==> config.mk <==
export PLATFORM = sky130hd
export DESIGN_NAME = lcd_gpio_port
export DESIGN_NICKNAME = d
export VERILOG_FILES = /design/src/rtl/lcdgp_pkg.sv /design/src/rtl/lcdgp_sync.sv /design/src/rtl/lcdgp_owner.sv /design/src/rtl/lcdgp_regs.sv /design/src/rtl/lcdgp_padctl.sv /design/src/rtl/lcd_gpio_port.sv
export SDC_FILE = /design/constraint.sdc
export NUM_CORES = 1
export LEC_CHECK = 0
export CORE_MARGIN = 2
export CORE_UTILIZATION = 45
export CTS_CLUSTER_DIAMETER = 30
export DETAILED_ROUTE_END_ITERATION = 7
export DONT_BUFFER_PORTS = 1
export GPL_TIMING_DRIVEN = 0
export PLACE_DENSITY = 0.68
export SYNTH_ARGS = -nofsm -noshare
export SYNTH_HDL_FRONTEND = slang
export SYNTH_HIERARCHICAL = 1
export SYNTH_SLANG_ARGS = --single-unit
==> constraint.sdc <==
create_clock -name clk -period 1.25 [get_ports clk]
set_input_delay 0.0625 -clock clk [delete_from_list [all_inputs] [get_ports clk]]
set_output_delay 0.0625 -clock clk [all_outputs]
set_load 0.01 [all_outputs]
==> src/rtl/lcdgp_pkg.sv <==
package lcdgp_pkg;
   localparam int PORT_W = 8;
   localparam int ADDR_W = 2;

   typedef enum logic [ADDR_W-1:0] {
      REG_PORT = 2'd0,
      REG_LAT  = 2'd1,
      REG_DIR  = 2'd2,
      REG_CTL  = 2'd3
   } reg_sel_e;

   localparam int CTL_PU_BIT = 0;
   localparam int CTL_OD_BIT = 1;
endpackage

==> src/rtl/lcdgp_sync.sv <==
module lcdgp_sync #(
   parameter int WIDTH  = 8,
   parameter int STAGES = 2
) (
   input  logic             clk,
   input  logic             rst_n,
   input  logic [WIDTH-1:0] d,
   output logic [WIDTH-1:0] q
);
   initial begin
      if (STAGES < 1) $error("lcdgp_sync: STAGES must be at least 1");
   end

   logic [WIDTH-1:0] chain [STAGES];

   generate
      for (genvar s = 0; s < STAGES; s++) begin : g_stage
         always_ff @(posedge clk or negedge rst_n) begin
            if (!rst_n) begin
               chain[s] <= '0;
            end else if (s == 0) begin
               chain[s] <= d;
            end else begin
               chain[s] <= chain[(s == 0) ? 0 : s-1];
            end
         end
      end
   endgenerate

   assign q = chain[STAGES-1];
endmodule

==> src/rtl/lcdgp_owner.sv <==
module lcdgp_owner #(
   parameter int          WIDTH     = 8,
   parameter logic [7:0]  IMPL_MASK = 8'hFB,
   parameter logic [7:0]  BIAS_MASK = 8'h03,
   parameter int          COM_BASE  = 3,
   parameter int          NUM_COM   = 4,
   parameter int          SEG_PIN   = 7,
   parameter int          MUX_W     = 2
) (
   input  logic [MUX_W-1:0] lcd_mux,
   input  logic             lcd_bias_en,
   input  logic             lcd_seg_en,
   output logic [WIDTH-1:0] lcd_own,
   output logic [WIDTH-1:0] io_own
);
   localparam int COM_TOP = COM_BASE + NUM_COM - 1;

   initial begin
      if (COM_TOP >= WIDTH) $error("lcdgp_owner: commons exceed port width");
      if (SEG_PIN >= WIDTH) $error("lcdgp_owner: segment pin out of range");
      if ((1 << MUX_W) < NUM_COM) $error("lcdgp_owner: multiplex field too narrow");
   end

   logic [WIDTH-1:0] raw_lcd;

   generate
      for (genvar i = 0; i < WIDTH; i++) begin : g_pin
         if (i >= COM_BASE && i <= COM_TOP) begin : g_com
            localparam int K = i - COM_BASE;
            assign raw_lcd[i] = (32'(lcd_mux) >= K);
         end else if (i == SEG_PIN) begin : g_seg
            assign raw_lcd[i] = lcd_seg_en;
         end else if (BIAS_MASK[i]) begin : g_bias
            assign raw_lcd[i] = lcd_bias_en;
         end else begin : g_plain
            assign raw_lcd[i] = 1'b0;
         end
      end
   endgenerate

   assign lcd_own = raw_lcd & IMPL_MASK[WIDTH-1:0];
   assign io_own  = ~raw_lcd & IMPL_MASK[WIDTH-1:0];
endmodule

==> src/rtl/lcdgp_regs.sv <==
module lcdgp_regs
   import lcdgp_pkg::*;
#(
   parameter int         WIDTH     = 8,
   parameter logic [7:0] IMPL_MASK = 8'hFB
) (
   input  logic              clk,
   input  logic              rst_n,
   input  logic              we,
   input  logic [ADDR_W-1:0] addr,
   input  logic [WIDTH-1:0]  wdata,
   input  logic [WIDTH-1:0]  pin_in,
   input  logic [WIDTH-1:0]  io_own,
   output logic [WIDTH-1:0]  lat_q,
   output logic [WIDTH-1:0]  dir_q,
   output logic              pu_en,
   output logic              od_en,
   output logic [WIDTH-1:0]  rdata
);
   localparam logic [WIDTH-1:0] MASK = IMPL_MASK[WIDTH-1:0];

   reg_sel_e sel;
   assign sel = reg_sel_e'(addr);

   always_ff @(posedge clk or negedge rst_n) begin
      if (!rst_n) begin
         lat_q <= '0;
         dir_q <= MASK;
         pu_en <= 1'b0;
         od_en <= 1'b0;
      end else if (we) begin
         unique case (sel)
            REG_PORT, REG_LAT: lat_q <= wdata & MASK;
            REG_DIR:           dir_q <= wdata & MASK;
            REG_CTL: begin
               pu_en <= wdata[CTL_PU_BIT];
               od_en <= wdata[CTL_OD_BIT];
            end
            default: ;
         endcase
      end
   end

   always_comb begin
      rdata = '0;
      unique case (sel)
         REG_PORT: rdata = pin_in & io_own & MASK;
         REG_LAT:  rdata = lat_q;
         REG_DIR:  rdata = dir_q;
         REG_CTL: begin
            rdata[CTL_PU_BIT] = pu_en;
            rdata[CTL_OD_BIT] = od_en;
         end
         default: rdata = '0;
      endcase
   end
endmodule

==> src/rtl/lcdgp_padctl.sv <==
module lcdgp_padctl #(
   parameter int WIDTH   = 8,
   parameter int CMP_PIN = 7
) (
   input  logic [WIDTH-1:0] io_own,
   input  logic [WIDTH-1:0] lat_q,
   input  logic [WIDTH-1:0] dir_q,
   input  logic             pu_en,
   input  logic             od_en,
   input  logic             cmp_route,
   input  logic             cmp_oe,
   input  logic             cmp_dout,
   output logic [WIDTH-1:0] pad_oe,
   output logic [WIDTH-1:0] pad_do,
   output logic [WIDTH-1:0] pad_pu
);
   initial begin
      if (CMP_PIN >= WIDTH) $error("lcdgp_padctl: compare pin out of range");
   end

   generate
      for (genvar i = 0; i < WIDTH; i++) begin : g_pin
         logic oe_i, do_i;
         if (i == CMP_PIN) begin : g_cmp
            logic periph;
            assign periph = io_own[i] & cmp_route;
            always_comb begin
               if (periph) begin
                  oe_i = od_en ? (cmp_oe & ~cmp_dout) : cmp_oe;
                  do_i = od_en ? 1'b0 : (cmp_oe & cmp_dout);
               end else begin
                  oe_i = io_own[i] & ~dir_q[i];
                  do_i = io_own[i] & ~dir_q[i] & lat_q[i];
               end
            end
         end else begin : g_gpio
            assign oe_i = io_own[i] & ~dir_q[i];
            assign do_i = oe_i & lat_q[i];
         end
         assign pad_oe[i] = oe_i;
         assign pad_do[i] = do_i;
         assign pad_pu[i] = pu_en & io_own[i] & dir_q[i] & ~oe_i;
      end
   endgenerate
endmodule

==> src/rtl/lcd_gpio_port.sv <==
module lcd_gpio_port
   import lcdgp_pkg::*;
#(
   parameter int         SYNC_STAGES = 2,
   parameter logic [7:0] IMPL_MASK   = 8'hFB,
   parameter logic [7:0] BIAS_MASK   = 8'h03,
   parameter int         COM_BASE    = 3,
   parameter int         NUM_COM     = 4,
   parameter int         SEG_PIN     = 7,
   parameter int         CMP_PIN     = 7
) (
   input  logic              clk,
   input  logic              rst_n,
   input  logic              bus_we,
   input  logic [ADDR_W-1:0] bus_addr,
   input  logic [PORT_W-1:0] bus_wdata,
   output logic [PORT_W-1:0] bus_rdata,
   input  logic [1:0]        lcd_mux,
   input  logic              lcd_bias_en,
   input  logic              lcd_seg_en,
   input  logic              cmp_route,
   input  logic              cmp_oe,
   input  logic              cmp_dout,
   input  logic [PORT_W-1:0] pad_di,
   output logic [PORT_W-1:0] pad_oe,
   output logic [PORT_W-1:0] pad_do,
   output logic [PORT_W-1:0] pad_pu,
   output logic [PORT_W-1:0] pad_lcd_own
);
   logic [PORT_W-1:0] io_own, lcd_own, pin_sync, lat_q, dir_q;
   logic              pu_en, od_en;

   lcdgp_owner #(
      .WIDTH(PORT_W), .IMPL_MASK(IMPL_MASK), .BIAS_MASK(BIAS_MASK),
      .COM_BASE(COM_BASE), .NUM_COM(NUM_COM), .SEG_PIN(SEG_PIN), .MUX_W(2)
   ) u_owner (
      .lcd_mux(lcd_mux), .lcd_bias_en(lcd_bias_en), .lcd_seg_en(lcd_seg_en),
      .lcd_own(lcd_own), .io_own(io_own)
   );

   lcdgp_sync #(.WIDTH(PORT_W), .STAGES(SYNC_STAGES)) u_sync (
      .clk(clk), .rst_n(rst_n), .d(pad_di), .q(pin_sync)
   );

   lcdgp_regs #(.WIDTH(PORT_W), .IMPL_MASK(IMPL_MASK)) u_regs (
      .clk(clk), .rst_n(rst_n), .we(bus_we), .addr(bus_addr),
      .wdata(bus_wdata), .pin_in(pin_sync), .io_own(io_own),
      .lat_q(lat_q), .dir_q(dir_q), .pu_en(pu_en), .od_en(od_en),
      .rdata(bus_rdata)
   );

   lcdgp_padctl #(.WIDTH(PORT_W), .CMP_PIN(CMP_PIN)) u_pad (
      .io_own(io_own), .lat_q(lat_q), .dir_q(dir_q), .pu_en(pu_en),
      .od_en(od_en), .cmp_route(cmp_route), .cmp_oe(cmp_oe),
      .cmp_dout(cmp_dout), .pad_oe(pad_oe), .pad_do(pad_do), .pad_pu(pad_pu)
   );

   assign pad_lcd_own = lcd_own;
endmodule

==> results.toml, run 1 <==
[global_routing]
antenna_found_initial = 0
grt.overflow.total = 0
busiest_layer = "met2"
grt_max_degree = 31
grt_usage_pct = 17.6
grt.met1_usage_pct = 19.7
grt_pass1_wl_um = 5510
grt_pass1_vias = 1114
grt_use_met2_pct = 30.2
met3_usage_pct = 6.30

[pwr]
p_leak_nw = 0.987
ir_drop_uv = 973
power_density_nw_per_um2 = 1240
power_w = 0.00252

[floorplanning]
core_sq_um = 3660
core.rowCount = 22
die_height_um = 65.8
die_x_um = 65.8
io-pin-count = 68
die_area_sq_um = 4330
start_util_pct = 47.0

[synth]
synth_area_sq_um = 1720
syn_avg_cell_area_sq_um = 11.7
yosysWarnings = 6
synth_cells = 147

[sta]
fin_crit_ns = 1.34
finalHoldViolCount = 0
holdWs_ns = 0.0271
setup_viol = 2
period_share_pct = 107
slew_viol_final = 0
worst_clock_skew_ns = 0.00548
rsz0062_at_grt = "yes"
max_freq_ghz = 0.744
fin_ws_ns = -0.0933
finalSetupTns_ns = -0.167

[drt]
drtIter0Drc = 21
dr.pass1.iters = 4
antenna_left = 0
wl_um = 3440
drc = 0
vias_per_cell = 4.86
via_count = 1065
routedWlPerCell_um = 15.7

[setup_path]
cp_max_fo = 1
cp_slowest_cell = "mux4_2"
r2r_end = "u_regs/pu_en$_DFFE_PN0P_"
crit_chain = "and2_4 > mux4_2"
cp_slowest_stage_delay_ns = 0.49
r2r_start = "u_regs/pu_en$_DFFE_PN0P_"
path_buf_inv = 0
cp_data_required_time_ns = 1.19
cp_data_arrival_time_ns = 1.28
r2r_setup_slack_ns = 0.30
worstSetupPathType = "reg -> out"
crit_path_start = "u_sync/q[0]$_DFF_PN0_"
cp-start-kind = "register"
end_kind = "primary output"
ff2ff_path_depth = 2
cp_top_family = "multiplexers"
path_depth = 2
crit_end = "bus_rdata[0]"

[clocking]
cts-root-buf = "clkbuf_8"
cts_tree = "yes"
clk_pin_slew_ns = 0.06
clock_path_buffers = 2
clkSinkCount = 30
htree_levels = 2
clock_latency_ns = 0.28
cts_buffers = 5

[final_layout]
area_growth_pct = 18.2
area.sequential_sq_um = 761
drive_above_1_share_pct = 49.1
multi_input_area_sq_um = 687
nets = 198
n_antenna_cell = 0
final_area_sq_um = 2030
fill_cells = 330

[outcome]
status = "finished with violations"
violations = "negative setup slack"

[placed_design]
port_buffers = 0
dp_hpwl_um = 2470
placed_area_sq_um = 1800
gp_congestion = 0.762

[min_path]
whs_path_depth = 2
min_path_type = "in -> reg"

[flow_run]
drv_cap = 0
how the worst min path moves through the flow:
stage	startpoint	end	slack (ns)
global route	bus_we	u_regs/pu_en$_DFFE_PN0P_	0.03
finish	bus_we	u_regs/pu_en$_DFFE_PN0P_	0.03
CTS	bus_we	u_regs/pu_en$_DFFE_PN0P_	0.02
global placement	rst_n	u_sync/chain[9]$_DFF_PN0_	-0.23
detailed placement	rst_n	u_sync/q[1]$_DFF_PN0_	-0.23
floorplan	rst_n	u_regs/lat_q[0]$_DFFE_PN0P_	-0.23
per-stage QoR:
step	instances	util (%)	setup slack (ns)
2_1_floorplan	151	-	0.0760
3_3_place_gp	199	49.0	0.0510
3_5_place_dp	199	49.0	0.0173
4_1_cts	218	55.0	-0.0927
5_1_grt	219	55.5	-0.122
6_report	219	55.5	-0.0933
metal layers:
metal  share of wire (%)  vias to the layer above  routed length [um]
li1                    -                      506                   -
met1                  38                      519                1310
met2                  53                       36                1830
met3                 7.4                        4                 254
met4                 1.2                        0                  41
met5                   0                        -                   0
report_power, final:
group          internal, W  total (W)  switching (W)  leakage, nW
Clock             0.000394   0.000722       0.000328       0.0395
Combinational     0.000335   0.000590       0.000256        0.606
Sequential         0.00112    0.00121      0.0000907        0.341
Total              0.00185    0.00252       0.000674        0.987
worst reg2reg max path, stage by stage, from the launching register on:
cell and delay [ns]:
dfrtp_2 0.41, buf_4 0.17, mux2_2 0.26
what timing repair did:
action	CTS	global route
resized for setup	8	4
endpoints found under the setup margin	7	11
setup buffers	1	1
pin swaps	6	4
hold buffers	16	0
hold endpoints to repair	53	0
cell usage in the layout (no fill, tap or decap), types with 2 or more instances in the layout:
master / instances
clkbuf_1: 4
nor2b_2: 7
and2_4: 4
mux2_2: 16
a211o_1: 5
buf_4: 28
dfrtp_1: 22
clkbuf_8: 5
dfstp_2: 7
and4bb_1: 3
nand2_1: 3
and4bb_2: 2
inv_1: 3
and2_1: 5
conb_1: 7
buf_6: 4
dlygate4sd3_1: 15
and3b_1: 5
and3_1: 7
mux4_2: 2
nor2_1: 2
state kept, by name, indices dropped and copies added, names as in the netlist:
| name | cells |
|---|---|
| u_regs/lat_q | 7 |
| u_regs/dir_q | 7 |
| u_sync/q | 7 |
| u_sync/chain | 7 |
| u_regs/pu_en | 1 |
| u_regs/od_en | 1 |
final cells by class:
cell class | instances | share of cell area [%]
inverters | 3 | 0.554
clock buffers | 8 | 3.94
plain buffers | 32 | 12.2
well taps | 48 | 2.95
flip-flops and latches | 30 | 37.4
multi-input cells | 80 | 33.8
repair buffers | 18 | 9.11
Power figures use the tool's default switching activity.
==> inputs of run 2 (changes only) <==
- CORE_ASPECT_RATIO: default -> 2
- SYNTH_HIERARCHICAL: 1 -> default
==> results.toml, run 2 <==
[final_layout]
n_antenna_cell = 0
largest_registers = "u_regs.dir_q (7), u_regs.lat_q (7)"
nets = 190
final_area_sq_um = 1880
area_growth_pct = 24.6
drive_above_1_share_pct = 49.1
mostFrequentLayoutCells = "buf_4 (20), dfrtp_1 (20), dlygate4sd3_1 (14)"

[pwr]
power_density_nw_per_um2 = 1210
switching_power_w = 0.000613
p_clk_share_pct = 23.9
p_leak_nw = 0.869
ir_drop_uv = 1010
p_comb_share_pct = 25.3
power_w = 0.00227
power_frac_seq_pct = 50.7
p_int_w = 0.00165
switching_share_pct = 27.0

[sta]
setup_viol = 1
tightest_slew_ns = 0.642
max_freq_ghz = 0.781
slew-limit-headroom_pct = 57.2
fin_ws_ns = -0.0303
slew_viol_final = 0
finalHoldViolCount = 0
rsz0062_at_grt = "yes"
fin_crit_ns = 1.28
period_share_pct = 102
worst_clock_skew_ns = 0.00318

[outcome]
violations = "negative setup slack"
status = "finished with violations"

[min_path]
worstHoldStart = "bus_addr[0]"
min_path_type = "in -> reg"

[synth]
syn_avg_cell_area_sq_um = 11.2
synth_area_leaders = "dfrtp_1 (35%), dfstp_2 (12%), buf_4 (12%)"
synth-edff-count = 0
synth_flop_cell = "dfrtp_1"
synth_area_sq_um = 1510
synth_cells = 134
yosysMostFrequentCell = "buf_4"
ys_seq_elements = 28
synth.top_cell.area_share_pct = 34.9
yosysWarnings = 0
ys_types = 33
synth-async-reset-ratio_pct = 100
synth_common_cells = "buf_4 (24), dfrtp_1 (21), nand2_1 (11), nor2_1 (11), mux2_2 (9)"
yosysSeqAreaShare_pct = 47.1
synth_top_area_cell = "dfrtp_1"

[setup_path]
r2r_setup_slack_ns = 0.35
cp_data_required_time_ns = 1.19
cp_top_family = "flip-flops"
cp_data_arrival_time_ns = 1.22
cp_slowest_stage_delay_ns = 0.57
worstSetupPathType = "reg -> out"
end_kind = "primary output"
cp-start-kind = "register"
path_buf_inv = 1
crit_chain = "nor2_2 > a31oi_1 > nor2_1 > buf_4"
r2r_start = "u_regs.od_en$_DFFE_PN0P_"
crit_path_start = "u_regs.dir_q[7]$_DFFE_PN1P_"
cp_slowest_cell = "dfstp_2"
cp_max_fo = 4

[drt]
dr.pass1.iters = 3
routedWlPerCell_um = 15.1
wl_um = 2890
vias_per_cell = 5.22
via_count = 1003
drtIter0Drc = 11
drc = 0
antenna_left = 0

[flow_run]
drv_cap = 0

[global_routing]
grt_max_degree = 29
grt_pass1_vias = 990
antenna_found_initial = 0
grt_usage_pct = 15.8
grt.overflow.total = 0
grt_pass1_wl_um = 4490

[placed_design]
dp_hpwl_um = 2220
gp_congestion = 0.739
port_buffers = 0
placed_area_sq_um = 1570

[clocking]
cts_buffers = 3
clk_pin_slew_ns = 0.09
cts-root-buf = "clkbuf_8"
clock_latency_ns = 0.27
htree_levels = 1
cts_tree = "yes"
clock_path_buffers = 2
clkSinkCount = 28

[floorplanning]
io-pin-count = 68
die_area_sq_um = 3850
die_x_um = 44.9
core.rowCount = 29
die_height_um = 85.8
start_util_pct = 47.2
core_sq_um = 3190
-- run 2: cell types whose count changed in the layout (fill, tap and decap cells not counted), moves of 5 or more --
cell     before  now
buf_4        28   20
nor2b_2       7    0
and3_1        7    1
nand2_1       3   11
mux2_4        0    7
a211o_1       5    0
mux2_2       16    9
-- run 2: path summary, 6_finish.rpt --
check	end	depth (start not counted)
worst max register to register	u_regs.od_en$_DFFE_PN0P_	2
worst max-delay path	pad_oe[7]	4
worst min-delay path	u_regs.pu_en$_DFFE_PN0P_	2
min in group asynchronous	u_sync.chain[14]$_DFF_PN0_	2
max in group asynchronous	u_regs.dir_q[1]$_DFFE_PN1P_	2
worst min register to register	u_sync.q[6]$_DFF_PN0_	0
-- run 2: what timing repair did --
action                                  in CTS  in global routing
hold endpoints to repair                    50                  0
resized for setup                           10                 17
hold buffers                                15                  0
endpoints found under the setup margin       8                 11
buffers inserted                             0                  1
pin swaps                                    2                  5
-- run 2: cell type report --
| type | instances | area [sq um] |
|---|---|---|
| Inverter | 1 | 3.75 |
| Sequential cell | 28 | 711 |
| Timing Repair Buffer | 16 | 168 |
| Multi-Input combinational cell | 83 | 658 |
| Tap cell | 31 | 38.8 |
| Clock buffer | 4 | 55.1 |
| Fill cell | 283 | 1320 |
| Buffer | 29 | 243 |
-- run 2: cell families (layout without fill, tap and decap cells) --
kind of cell	count (synthesis)	count (layout)	synth area share [%]
AND/OR/NAND/NOR	39	39	15.0
multiplexers	18	18	15.0
flip-flops	28	28	47.1
buffers and inverters	30	50	15.1
other	2	9	0.499
AO/OA/AOI/OAI	17	17	7.23
-- run 2: through the flow --
step	utilization [%]	hold WS, ns	TNS (ns)	setup slack [ns]	instances
after floorplan	-	-0.233	0	0.233	141
after detailed placement	49.2	-0.232	0	0.166	172
after global placement	49.2	-0.232	0	0.179	172
final	58.8	0.0645	-0.0303	-0.0303	192
after global routing	58.8	0.0998	-0.155	-0.0791	192
after CTS	56.7	0.0620	-0.0382	-0.0374	191
-- run 2: routing by layer --
metal	vias up	track usage, %	wire [um]
met5	-	0	0
met4	0	7.22	44
met3	4	2.95	142
met2	32	29.0	1660
met1	491	16.3	1040
li1	476	-	-
-- run 2: power by group through the flow --
stage | clock (W) | sequential [W] | combinational [W]
after floorplan | 0 | 0.00112 | 0.000409
after global placement | 0 | 0.00115 | 0.000446
after detailed placement | 0 | 0.00116 | 0.000453
after CTS | 0.000561 | 0.00114 | 0.000534
after global routing | 0.000592 | 0.00117 | 0.000618
final | 0.000543 | 0.00115 | 0.000574
==> inputs of run 3 (changes only) <==
- CORE_ASPECT_RATIO: 2 -> default
- CORE_UTILIZATION: 45 -> 61
- PLACE_DENSITY: 0.68 -> 0.85
==> results.toml, run 3 (synthesis gave the netlist of run 2 again) <==
[pwr]
p_int_w = 0.00160
p_clk_share_pct = 19.4
switching_power_w = 0.000680
power_density_nw_per_um2 = 1170
power_frac_seq_pct = 51.5
p_leak_nw = 0.887
p_comb_share_pct = 29.1
switching_share_pct = 29.9
ir_drop_uv = 1090

[setup_path]
cp_data_required_time_ns = 1.19
r2r_setup_slack_ns = 0.26
cp_slowest_stage_delay_ns = 0.58
r2r_end = "u_regs.dir_q[4]$_DFFE_PN1P_"
cp_max_fo = 3
cp_slowest_cell = "dfstp_2"
worstSetupPathType = "reg -> out"
cp_data_arrival_time_ns = 1.32
cp-start-kind = "register"
cp_top_family = "flip-flops"
end_kind = "primary output"
r2r_start = "u_regs.dir_q[4]$_DFFE_PN1P_"
ff2ff_path_depth = 3
crit_chain = "nor2_2 > a31oi_1 > nor2_1 > buf_4"
path_buf_inv = 1

[placed_design]
placed_area_sq_um = 1570
port_buffers = 0
dp_hpwl_um = 2060
pre_cts_slack_ns = 0.177
gp_congestion = 0.807

[sta]
max_freq_ghz = 0.724
fin_crit_ns = 1.38
holdWs_ns = 0.0251
period_share_pct = 111
tightest_slew_ns = 0.669
setup_viol = 15
slew-limit-headroom_pct = 55.4
slew_viol_final = 0
finalHoldViolCount = 0
worst_clock_skew_ns = 0.000608
fin_ws_ns = -0.132
finalSetupTns_ns = -0.898
rsz0062_at_grt = "yes"

[clocking]
cts_buffers = 3
htree_levels = 1
clk_pin_slew_ns = 0.14
clock_path_buffers = 2
clock_latency_ns = 0.33
cts_tree = "yes"
clkSinkCount = 28
cts-root-buf = "clkbuf_4"

[min_path]
min_to = "u_regs.od_en$_DFFE_PN0P_"
worstHoldStart = "bus_addr[0]"
min_path_type = "in -> reg"
whs_path_depth = 2

[floorplanning]
core_sq_um = 2410
io-pin-count = 68
die_x_um = 53.7
die_height_um = 53.7
die_area_sq_um = 2880
start_util_pct = 62.5
core.rowCount = 18

[global_routing]
grt.overflow.total = 0
antenna_found_initial = 0
grt_pass1_vias = 1007
grt_pass1_wl_um = 4690
grt_usage_pct = 23.4
grt_max_degree = 29

[final_layout]
n_antenna_cell = 0
mostFrequentLayoutCells = "buf_4 (22), dfrtp_1 (20), dlygate4sd3_1 (14)"
largest_registers = "u_regs.dir_q (7), u_regs.lat_q (7)"
multi_input_area_sq_um = 716
nets = 193
final_area_sq_um = 1940
area.sequential_sq_um = 711
drive_above_1_share_pct = 56.1
fill_cells = 130
layout_commonest_cell = "buf_4"
area_growth_pct = 28.8

[flow_run]
drv_cap = 0

[outcome]
status = "finished with violations"
violations = "negative setup slack"

[drt]
via_count = 1083
drc = 0
dr.pass1.iters = 4
vias_per_cell = 5.58
drtIter0Drc = 38
routedWlPerCell_um = 17.8
wl_um = 3450
antenna_left = 0
[run 3: cell types whose count changed in the layout (fill, tap and decap cells not counted), sizes merged]
cell and change:
buf +3
[run 3: layer usage]
| layer | share of wire, % | vias to the layer above | routed length (um) | track usage [%] |
|---|---|---|---|---|
| met2 | 54 | 49 | 1850 | 39.6 |
| li1 | - | 479 | - | - |
| met5 | 0 | - | 0 | 0 |
| met3 | 6.1 | 13 | 212 | 5.56 |
| met4 | 2.8 | 0 | 97 | 11.5 |
| met1 | 37 | 542 | 1290 | 27.6 |
[run 3: per-stage QoR]
step / util, % / total power, W / std cells
2_1_floorplan: - / 0.00153 / 141
3_3_place_gp: 65.2 / 0.00159 / 171
3_5_place_dp: 65.2 / 0.00161 / 171
4_1_cts: 77.9 / 0.00218 / 192
5_1_grt: 80.5 / 0.00236 / 194
6_report: 80.5 / 0.00228 / 194
[run 3: cell type report]
cell class              instances  area share [%]
well taps                      30            1.93
flip-flops and latches         28            36.6
plain buffers                  29            12.5
inverters                       1           0.193
clock buffers                   4            1.87
repair buffers                 19            9.99
multi-input cells              83            36.9
[run 3: repair_timing]
action                                  in CTS  in global routing
hold buffers                                15                  0
pin swaps                                   11                  7
endpoints found under the setup margin      15                 17
cloned                                       0                  0
resized for setup                           29                 13
buffers inserted                             2                  2
hold endpoints to repair                    50                  0
[run 3: how the worst max path moves through the flow]
stage | start | slack, ns | cells past startpoint | endpoint
after floorplan | u_regs.dir_q[7]$_DFFE_PN1P_ | 0.23 | 2 | pad_pu[7]
after global placement | u_regs.dir_q[7]$_DFFE_PN1P_ | 0.18 | 2 | pad_pu[7]
after detailed placement | u_regs.pu_en$_DFFE_PN0P_ | 0.18 | 2 | pad_pu[7]
after CTS | u_regs.dir_q[7]$_DFFE_PN1P_ | -0.1 | 4 | pad_oe[7]
after global routing | u_regs.dir_q[7]$_DFFE_PN1P_ | -0.17 | 4 | pad_oe[7]
final | u_regs.dir_q[7]$_DFFE_PN1P_ | -0.13 | 4 | pad_oe[7]
[run 3: power groups by stage]
stage               registers (W)  logic (W)  clock network, W
global route              0.00119   0.000707          0.000469
finish                    0.00117   0.000663          0.000440
global placement          0.00115   0.000439                 0
detailed placement        0.00116   0.000454                 0
CTS                       0.00115   0.000591          0.000437
floorplan                 0.00112   0.000409                 0
